<file path="src/rtl/nor_fe_pkg.sv">
package nor_fe_pkg;

    localparam int WORD_W     = 16;
    localparam int BYTE_W     = 8;
    localparam int PAGE_WORDS = 4;
    localparam int OFF_W      = $clog2(PAGE_WORDS);

    typedef enum logic [1:0] {
        CYC_IDLE  = 2'd0,
        CYC_READ  = 2'd1,
        CYC_WRITE = 2'd2
    } bus_cyc_e;

    typedef struct packed {
        logic ce_n;
        logic oe_n;
        logic we_n;
        logic byte_n;
    } ctrl_pins_t;

    typedef struct packed {
        bus_cyc_e cyc;
        logic     byte_mode;
        logic     lo_addr;
    } bus_req_t;

    function automatic bus_cyc_e classify(input ctrl_pins_t p);
        if (p.ce_n)
            return CYC_IDLE;
        else if (!p.oe_n && p.we_n)
            return CYC_READ;
        else if (p.oe_n && !p.we_n)
            return CYC_WRITE;
        else
            return CYC_IDLE;
    endfunction

    function automatic logic [WORD_W-1:0] lane_pick(input logic [WORD_W-1:0] w,
                                                    input logic byte_mode,
                                                    input logic hi_sel);
        if (!byte_mode)
            return w;
        return {{(WORD_W-BYTE_W){1'b0}}, hi_sel ? w[WORD_W-1:BYTE_W] : w[BYTE_W-1:0]};
    endfunction

endpackage

</file>
<file path="src/rtl/nor_fe_decode.sv">
module nor_fe_decode
    import nor_fe_pkg::*;
(
    input  logic              ce_n,
    input  logic              oe_n,
    input  logic              we_n,
    input  logic              byte_n,
    input  logic              dq_top,
    output bus_req_t          req
);
    ctrl_pins_t pins;

    always_comb begin
        pins          = '{ce_n: ce_n, oe_n: oe_n, we_n: we_n, byte_n: byte_n};
        req.cyc       = classify(pins);
        req.byte_mode = !byte_n;
        req.lo_addr   = !byte_n && dq_top;
    end
endmodule

</file>
<file path="src/rtl/nor_fe_array.sv">
module nor_fe_array
    import nor_fe_pkg::*;
#(
    parameter int ADDR_W = 5
) (
    input  logic                              clk,
    input  logic                              rst,
    input  logic                              ld_en,
    input  logic [ADDR_W-1:0]                 ld_addr,
    input  logic [WORD_W-1:0]                 ld_data,
    input  logic [ADDR_W-OFF_W-1:0]           page_sel,
    output logic [PAGE_WORDS-1:0][WORD_W-1:0] page_words
);
    localparam int DEPTH = 1 << ADDR_W;

    logic [WORD_W-1:0] mem [DEPTH];

    always_ff @(posedge clk) begin
        if (rst) begin
            for (int i = 0; i < DEPTH; i++) mem[i] <= '0;
        end else if (ld_en) begin
            mem[ld_addr] <= ld_data;
        end
    end

    for (genvar g = 0; g < PAGE_WORDS; g++) begin : g_page_rd
        assign page_words[g] = mem[{page_sel, OFF_W'(g)}];
    end
endmodule

</file>
<file path="src/rtl/nor_fe_pagebuf.sv">
module nor_fe_pagebuf
    import nor_fe_pkg::*;
#(
    parameter int ADDR_W = 5
) (
    input  logic                              clk,
    input  logic                              rst,
    input  bus_req_t                          req,
    input  logic                              chip_sel,
    input  logic [ADDR_W-1:0]                 addr,
    input  logic [PAGE_WORDS-1:0][WORD_W-1:0] page_words,
    input  logic                              ld_en,
    input  logic [ADDR_W-1:0]                 ld_addr,
    input  logic [WORD_W-1:0]                 ld_data,
    output logic [WORD_W-1:0]                 dq_out,
    output logic [WORD_W-1:0]                 dq_oe
);
    localparam int PAGE_W = ADDR_W - OFF_W;

    logic                              buf_valid;
    logic [PAGE_W-1:0]                 buf_tag;
    logic [PAGE_WORDS-1:0][WORD_W-1:0] buf_words;
    logic                              rd_q;
    logic                              byte_q;
    logic                              hi_q;
    logic [OFF_W-1:0]                  off_q;

    logic [PAGE_W-1:0] req_page;
    logic [PAGE_W-1:0] ld_page;
    logic [OFF_W-1:0]  ld_off;
    logic              is_read;
    logic              miss;

    assign req_page = addr[ADDR_W-1:OFF_W];
    assign ld_page  = ld_addr[ADDR_W-1:OFF_W];
    assign ld_off   = ld_addr[OFF_W-1:0];
    assign is_read  = (req.cyc == CYC_READ);
    assign miss     = is_read && (!buf_valid || buf_tag != req_page);

    always_ff @(posedge clk) begin
        if (rst) begin
            buf_valid <= 1'b0;
            buf_tag   <= '0;
            buf_words <= '0;
            rd_q      <= 1'b0;
            byte_q    <= 1'b0;
            hi_q      <= 1'b0;
            off_q     <= '0;
        end else begin
            rd_q <= is_read;
            if (is_read) begin
                byte_q <= req.byte_mode;
                hi_q   <= req.lo_addr;
                off_q  <= addr[OFF_W-1:0];
            end
            if (!chip_sel) begin
                buf_valid <= 1'b0;
            end else if (miss) begin
                buf_valid <= 1'b1;
                buf_tag   <= req_page;
                for (int i = 0; i < PAGE_WORDS; i++) begin
                    if (ld_en && ld_page == req_page && ld_off == OFF_W'(i))
                        buf_words[i] <= ld_data;
                    else
                        buf_words[i] <= page_words[i];
                end
            end else if (buf_valid && ld_en && ld_page == buf_tag) begin
                buf_words[ld_off] <= ld_data;
            end
        end
    end

    always_comb begin
        dq_out = '0;
        dq_oe  = '0;
        if (rd_q) begin
            dq_out = lane_pick(buf_words[off_q], byte_q, hi_q);
            dq_oe  = byte_q ? {{(WORD_W-BYTE_W){1'b0}}, {BYTE_W{1'b1}}} : {WORD_W{1'b1}};
        end
    end
endmodule

</file>
<file path="src/rtl/nor_fe_wrcap.sv">
module nor_fe_wrcap
    import nor_fe_pkg::*;
#(
    parameter int ADDR_W = 5
) (
    input  logic              clk,
    input  logic              rst,
    input  bus_req_t          req,
    input  logic [ADDR_W-1:0] addr,
    input  logic [WORD_W-1:0] dq_in,
    output logic              wr_strobe,
    output logic [ADDR_W:0]   wr_addr,
    output logic [WORD_W-1:0] wr_data
);
    logic in_write;
    logic was_write;

    assign in_write = (req.cyc == CYC_WRITE);

    always_ff @(posedge clk) begin
        if (rst) begin
            was_write <= 1'b0;
            wr_strobe <= 1'b0;
            wr_addr   <= '0;
            wr_data   <= '0;
        end else begin
            was_write <= in_write;
            wr_strobe <= in_write && !was_write;
            if (in_write && !was_write) begin
                wr_addr <= {addr, req.lo_addr};
                wr_data <= lane_pick(dq_in, req.byte_mode, 1'b0);
            end
        end
    end
endmodule

</file>
<file path="src/rtl/nor_bus_frontend.sv">
module nor_bus_frontend
    import nor_fe_pkg::*;
#(
    parameter int ADDR_W = 5
) (
    input  logic              clk,
    input  logic              rst,
    input  logic              ce_n,
    input  logic              oe_n,
    input  logic              we_n,
    input  logic              byte_n,
    input  logic [ADDR_W-1:0] addr,
    input  logic [15:0]       dq_in,
    output logic [15:0]       dq_out,
    output logic [15:0]       dq_oe,
    output logic              wr_strobe,
    output logic [ADDR_W:0]   wr_addr,
    output logic [15:0]       wr_data,
    input  logic              ld_en,
    input  logic [ADDR_W-1:0] ld_addr,
    input  logic [15:0]       ld_data
);
    localparam int PAGE_W = ADDR_W - OFF_W;

    bus_req_t                          req;
    logic [PAGE_W-1:0]                 page_sel;
    logic [PAGE_WORDS-1:0][WORD_W-1:0] page_words;

    assign page_sel = addr[ADDR_W-1:OFF_W];

    nor_fe_decode u_decode (
        .ce_n   (ce_n),
        .oe_n   (oe_n),
        .we_n   (we_n),
        .byte_n (byte_n),
        .dq_top (dq_in[WORD_W-1]),
        .req    (req)
    );

    nor_fe_array #(.ADDR_W(ADDR_W)) u_array (
        .clk        (clk),
        .rst        (rst),
        .ld_en      (ld_en),
        .ld_addr    (ld_addr),
        .ld_data    (ld_data),
        .page_sel   (page_sel),
        .page_words (page_words)
    );

    nor_fe_pagebuf #(.ADDR_W(ADDR_W)) u_pagebuf (
        .clk        (clk),
        .rst        (rst),
        .req        (req),
        .chip_sel   (!ce_n),
        .addr       (addr),
        .page_words (page_words),
        .ld_en      (ld_en),
        .ld_addr    (ld_addr),
        .ld_data    (ld_data),
        .dq_out     (dq_out),
        .dq_oe      (dq_oe)
    );

    nor_fe_wrcap #(.ADDR_W(ADDR_W)) u_wrcap (
        .clk       (clk),
        .rst       (rst),
        .req       (req),
        .addr      (addr),
        .dq_in     (dq_in),
        .wr_strobe (wr_strobe),
        .wr_addr   (wr_addr),
        .wr_data   (wr_data)
    );
endmodule

</file>
<file path="config.mk">
export PLATFORM = sky130hd
export DESIGN_NAME = nor_bus_frontend
export DESIGN_NICKNAME = d
export VERILOG_FILES = /design/src/rtl/nor_fe_pkg.sv /design/src/rtl/nor_fe_decode.sv /design/src/rtl/nor_fe_array.sv /design/src/rtl/nor_fe_pagebuf.sv /design/src/rtl/nor_fe_wrcap.sv /design/src/rtl/nor_bus_frontend.sv
export SDC_FILE = /design/constraint.sdc
export NUM_CORES = 1
export LEC_CHECK = 0
export BUFFER_PORTS_ARGS = -buffer_cell sky130_fd_sc_hd__buf_2
export CAP_MARGIN = 20
export CELL_PAD_IN_SITES_DETAIL_PLACEMENT = 2
export CELL_PAD_IN_SITES_GLOBAL_PLACEMENT = 2
export CORE_MARGIN = 3
export CORE_UTILIZATION = 35
export CTS_CLUSTER_DIAMETER = 60
export DETAILED_ROUTE_END_ITERATION = 16
export HOLD_SLACK_MARGIN = 0.1
export PLACE_DENSITY_LB_ADDON = 0.08
export SKIP_LAST_GASP = 1
export SYNTH_ARGS = -nofsm -noshare
export SYNTH_HDL_FRONTEND = slang
export SYNTH_SLANG_ARGS = --single-unit
</file>
<file path="constraint.sdc">
create_clock -name clk -period 4.6 [get_ports clk]
set_clock_uncertainty 0.15 [all_clocks]
set_input_delay 0.46 -clock clk [delete_from_list [all_inputs] [get_ports clk]]
set_output_delay 0.46 -clock clk [all_outputs]
set_load 0.02 [all_outputs]
</file>
==> metrics.cfg, run 1 <==
[run_status]
status = finished, final reports clean

[timing]
fin_ws_ns = 1.38
timing.final.crit_period_ns = 3.22
hold_violations = 0
rsz0062_at_grt = no
setup_violations = 0
max_freq_ghz = 0.311
relSlewSlack = 0.257
finalCritPeriodShare = 0.699
tightest_slew_ns = 1.11
slew_violations = 0
fin_setup_tns_ns = 0

[global_route]
grt_pass1_wl_mm = 130
grt_use_met1 = 0.293
grt.overflow.total = 0
use_met2 = 0.364
grt_most_used_layer = met2
antenna_found_initial = 8
grt.total_usage = 0.216
grt_use_met3 = 0.0293
grt_pass1_vias = 18200
grt_max_degree = 98

[finish]
regArea_um2 = 17300
final_layout_size_suffix_gt1_frac = 0.241
nFillCells = 7619
syn_to_final_growth_pct = 15.1
nNetsFinal = 2075
multi_input_area_um2 = 9740

[route]
routed_wl_mm = 89.5
viasPerCell = 5.29
drtPass1Iterations = 5
initialDrtViolationCount = 1283
routedWlPerCell_um = 28.6
vias = 16500
drc_errors = 0
final_antenna_net_count = 0

[cts]
post-cts-setup-buffers = 0
cts_resized = 0
cts_root_buf = clkbuf_16
cts_made_buffers = 73
cts.clk_slew.worst_paths_ns = 0.06
ctsHoldBuffers = 53
insertion_delay_ns = 0.62
htreeDepth = 3
clk_path_buf_depth = 3
cts_tree = yes
clock_sinks = 609

[floorplan]
die_area_um2 = 83200
pin_count = 104
die_h_um = 289
core_region_area_um2 = 78200
start_util = 0.357
rows = 102
die_w_um = 289

[logic_synthesis]
synth_area_um2 = 27900
yosys_warnings = 0
yosys.area.top_type = edfxtp_1
ys_seq_area_frac = 0.620
netlist_instances = 1943
synth_top_cell_area_share = 0.550
synth_cell_types = 45
avgSynthCellArea_um2 = 14.4
synth_fp_nets = 1992
synth_area_leaders = edfxtp_1 55%, and2_1 12%, mux4_2 12%
ys_seq_elements = 609

[setup_path]
worstPathArrival_ns = 3.63
worst_setup_path_start_kind = input port
end_kind = register
reg2reg_slack_ns = 1.75
worstPathRequired_ns = 5.01
path_class = input port to register
path_max_fanout = 33

[place]
place_congestion = 0.796
hpwl_mm = 55.1
portBuffers = 103
dp_slack_ns = 1.37

[job]
drv_cap = 0

[min_path]
hold_class = input port to register

[power]
ir_worst_vdd_v = 0.000238
p_per_area_nw_per_um2 = 405
power.leakage_nw = 11.3

-- cell usage after synthesis (all sizes together) --
| master | count |
|---|---|
| nand2b | 31 |
| mux2i | 57 |
| a41oi | 1 |
| nand3b | 4 |
| nand3 | 11 |
| a21o | 3 |
| xor2 | 3 |
| nand4 | 1 |
| nor3b | 1 |
| a21oi | 50 |
| a311oi | 2 |
| and4 | 1 |
| mux4 | 144 |
| dfxtp | 97 |
| o221a | 23 |
| o31ai | 1 |
| o21ai | 3 |
| nor4b | 1 |
| nand2 | 59 |
| o22ai | 38 |
| a211oi | 4 |
| inv | 1 |
| clkbuf | 136 |
| or3b | 3 |
| xnor2 | 6 |
| a41o | 1 |
| nor3 | 33 |
| nor2b | 5 |
| nor4 | 1 |
| a21boi | 10 |
| or2 | 32 |
| buf | 62 |
| or3 | 3 |
| a31o | 1 |
| and2 | 521 |
| nor2 | 42 |
| edfxtp | 512 |
| mux2 | 39 |
-- layout make-up --
cell class | instances | area share
Antenna cell | 6 | 0.000467
Inverter | 1 | 0.000117
Clock inverter | 42 | 0.0116
Multi-Input combinational cell | 1135 | 0.303
Clock buffer | 89 | 0.0597
Timing Repair Buffer | 206 | 0.0459
Tap cell | 1040 | 0.0405
Sequential cell | 609 | 0.539
-- critical path, cell delays in order --
cell and delay, ns:
dlygate4sd3_1 0.56, buf_8 0.36, xnor2_1 0.21, a41o_1 0.58
mux2i_4 0.71, nand2b_1 0.43, o221a_2 0.27
-- per-stage QoR --
stage                     utilization  hold slack, ns  total power [mW]  area, um^2  instances
after floorplan                     -           0.309              7.05       27900       1943
after global placement          0.374           0.285              7.48       29300       2937
after detailed placement        0.374           0.303              7.51       29300       2937
after CTS                       0.411           0.230              13.2       32100       3121
after global routing            0.411           0.275              13.5       32100       3123
final                           0.411           0.266              13.0       32100       3128
-- where the power goes --
group	internal, mW	switching [mW]
clock network	3.26	2.37
logic	0.392	0.628
registers	6.26	0.126
total	9.91	3.13
-- metal layers --
metal,wire [um],vias to the layer above,share of wire
li1,-,7266,-
met1,39400,8773,0.44
met2,43600,383,0.49
met3,4110,126,0.046
met4,2410,0,0.027
met5,0,-,0
-- cell usage in the layout, fill, tap and decap left out, types with 14 or more instances in the layout --
master	count
clkbuf_16	74
mux2i_1	56
mux4_2	144
buf_4	49
and2_1	521
nor2_1	42
nand2_1	59
buf_2	99
nor3_1	32
o22ai_1	38
nand2b_1	31
mux2_2	39
o221a_2	23
dlygate4sd3_1	53
or2_2	32
clkinv_1	16
clkbuf_1	14
dfxtp_1	97
a21oi_1	47
edfxtp_1	512
-- path summary, 6_finish.rpt --
check	start	endpoint	depth (start not counted)
setup / recovery	addr[2]	u_pagebuf.buf_words[42]	7
setup reg to reg	u_pagebuf.buf_tag[2]	u_pagebuf.buf_words[42]	5
hold / removal	ld_addr[0]	u_pagebuf.buf_words[29]	5
hold reg to reg	u_wrcap.wr_addr[4]	u_wrcap.wr_addr[4]	2
-- sequential cells by signal, indices dropped and copies added, names as in the netlist, 2 cells and up --
signal               flops
u_pagebuf.off_q          2
u_wrcap.wr_addr          6
u_pagebuf.buf_words     64
u_pagebuf.buf_tag        3
u_array.mem            512
u_wrcap.wr_data         16
-- logic make-up after synthesis --
kind of cell,synth area share
AOI/OAI and AO/OA,0.0352
xor gates and xnor gates,0.00282
buffers and inverters,0.0315
DFF,0.620
muxes,0.153
and+or+nand+nor,0.158
No activity file was read; power rests on OpenSTA's default activity.
==> run 2: changes to the inputs <==
- ABC_AREA: unset -> 1
- clock period: 4.6 -> 3.4 ns (I/O delays scaled with it)
==> run 2 against run 1 <==
Net effect:
- total power rose by 43%
- sequential power is 35% higher
- synthesized cell count up 72%
- sequential share of layout area down 1.7 points
- highest routed layer is now met5
- flip-flop and latch count stayed put
- combinational power is 75% higher
- core utilization is 0.15 points lower
- critical path type is now register to primary output
- first-iteration DRC count rose by 31%
==> metrics.cfg, run 2 <==
[run_status]
status = finished, final reports clean

[logic_synthesis]
synth_top_family_by_area = simple AND/OR/NAND/NOR gates
synth_area_um2 = 28900
yosys.area_share.simple = 0.286
synth_compound_area_frac = 0.0442
avgSynthCellArea_um2 = 8.66
ys_seq_area_frac = 0.600
netlist_instances = 3335
synth_area_leaders = edfxtp_1 53%, nor2_1 10%, nand2_1 9.8%
synthFlopType = edfxtp_1
synth_adder_area_share = 0
yosys_warnings = 0
synth_common_cells = 791 x nor2_1, 751 x nand2_1, 512 x edfxtp_1
synth_top_cell_area_share = 0.533
synth_most_common_cell = nor2_1
synth_cell_types = 28
synthXorXnorAreaFrac = 0
synthMuxAreaShare = 0
ys_seq_elements = 609
yosys.area.top_type = edfxtp_1
synthArstFlopShare = 0
synth-edff-count = 512
synth_fp_nets = 3384

[finish]
nNetsFinal = 3433
regMostFlops = u_array.mem
mostFrequentLayoutCell = nor2_1
reg_top3 = u_array.mem: 512 flops, u_pagebuf.buf_words: 64 flops, u_wrcap.wr_data: 16 flops
syn_to_final_growth_pct = 14.9
fin_cells = 4506
largest_reg_flops = 512
final_layout_size_suffix_gt1_frac = 0.0999
final_cell_mix = 791 x nor2_1, 750 x nand2_1, 512 x edfxtp_1, 408 x nand3_1, 190 x inv_1
fin_area_um2 = 33200

[route]
routed_wl_mm = 116
initialDrtViolationCount = 1675
vias = 24300
final_antenna_net_count = 0
drc_errors = 0
routedWlPerCell_um = 25.8
viasPerCell = 5.40
drtPass1Iterations = 6

[setup_path]
worstPathArrival_ns = 2.61
path_max_fanout = 21
reg2reg_slack_ns = 0.90
reg2reg_from = u_pagebuf.buf_tag[2]
end_kind = primary output
worst_setup_path_start_kind = register
worstPathRequired_ns = 2.91
rr_worst_depth = 10
timing.rr.end = u_pagebuf.buf_words[20]
path_class = register to primary output

[min_path]
hp-start = ld_data[0]
min_path_cells = 5
hold_class = input port to register
hold_end = u_pagebuf.buf_words[48]

[cts]
cts_resized = 0
cts_root_buf = clkbuf_16
cts_made_buffers = 77
insertion_delay_ns = 0.63
htreeDepth = 3
cts_tree = yes
clk_path_buf_depth = 3
clock_sinks = 609
cts.clk_slew.worst_paths_ns = 0.05

[global_route]
grt_pass1_wl_mm = 173
grt_pass1_vias = 26000
grt.overflow.total = 0
antenna_found_initial = 3
grt_max_degree = 136
grt.total_usage = 0.269

[timing]
relSlewSlack = 0.310
rsz0062_at_grt = no
finalCritPeriodShare = 0.911
tightest_slew_ns = 1.04
timing.final.crit_period_ns = 3.10
holdWs_ns = 0.141
max_freq_ghz = 0.323
hold_violations = 0
slew_violations = 0
setup_violations = 0
fin_setup_tns_ns = 0

[floorplan]
start_util = 0.356
core_region_area_um2 = 81100
pin_count = 104
die_h_um = 293
rows = 104
die_area_um2 = 86000
die_w_um = 293

[power]
ir_worst_vdd_v = 0.000437
power.leakage_nw = 13.6
p_per_area_nw_per_um2 = 562

[place]
place_congestion = 0.828
hpwl_mm = 74.1
place_inst = 4318
portBuffers = 103
dpl-instance-area_um2 = 30200

[job]
drv_cap = 0

==> run 2: logic make-up (layout without fill, tap and decap cells) <==
| family | count (synthesis) | count (layout) |
|---|---|---|
| buffers and inverters | 468 | 578 |
| AO/OA/AOI/OAI | 243 | 243 |
| flip-flops | 609 | 609 |
| AND/OR/NAND/NOR | 2015 | 2015 |
| other | 0 | 1 |
==> run 2: worst max-delay path, stage by stage (launching register included) <==
cell      delay (ns)
dfxtp_1         0.31
inv_1           0.58
buf_4           0.28
nor2_1          0.07
o221ai_1        0.32
nand2_1         0.11
a21oi_1         0.13
buf_2           0.18
==> run 2: final cells by class <==
class                      count  area (um^2)
antenna                        1         2.50
tap                         1060         1330
clock inverter                38          407
multi-input combinational   2258         9550
fill                        8904        47900
timing repair buffer         224         1650
sequential                   609        17300
inverter                     214          810
clock buffer                 102         2130
==> run 2: worst max-delay path by stage <==
stage | depth (start not counted) | slack, ns | start | to
floorplan | 6 | 1.14 | ld_addr[3] | u_array.mem[24][0]
global placement | 8 | 0.36 | ld_addr[1] | u_array.mem[10][14]
global route | 7 | 0.17 | u_pagebuf.off_q[0] | dq_out[6]
CTS | 7 | 0.32 | u_pagebuf.off_q[0] | dq_out[6]
detailed placement | 8 | 0.33 | ld_addr[1] | u_array.mem[10][9]
finish | 7 | 0.30 | u_pagebuf.off_q[0] | dq_out[6]
==> run 2: stage by stage <==
step	setup slack (ns)	utilization	power (mW)
final	0.303	0.409	18.7
after global routing	0.171	0.409	19.3
after CTS	0.318	0.409	18.8
after detailed placement	0.335	0.372	10.5
after global placement	0.363	0.372	10.4
after floorplan	1.14	-	9.68
==> run 2: where the power goes <==
part           total [mW]  leakage [nW]  internal, mW  switching [mW]
clock network        8.26          1.23          4.84            3.42
logic                1.78          6.71         0.427            1.36
registers            8.62          5.66          8.47           0.149
==> run 2: timing repair <==
action | 4_1_cts | 5_1_grt
buffers inserted | 0 | 0
hold buffers | 47 | 0
setup endpoints to repair | 0 | 0
hold endpoints to repair | 65 | 0
==> run 2: layer usage <==
| layer | wire, um | vias up | GRT usage |
|---|---|---|---|
| met5 | 13 | - | 0 |
| met4 | 4560 | 2 | 0.103 |
| met3 | 4580 | 206 | 0.0328 |
| met2 | 56700 | 529 | 0.462 |
| met1 | 50400 | 12600 | 0.349 |
| li1 | - | 11000 | - |
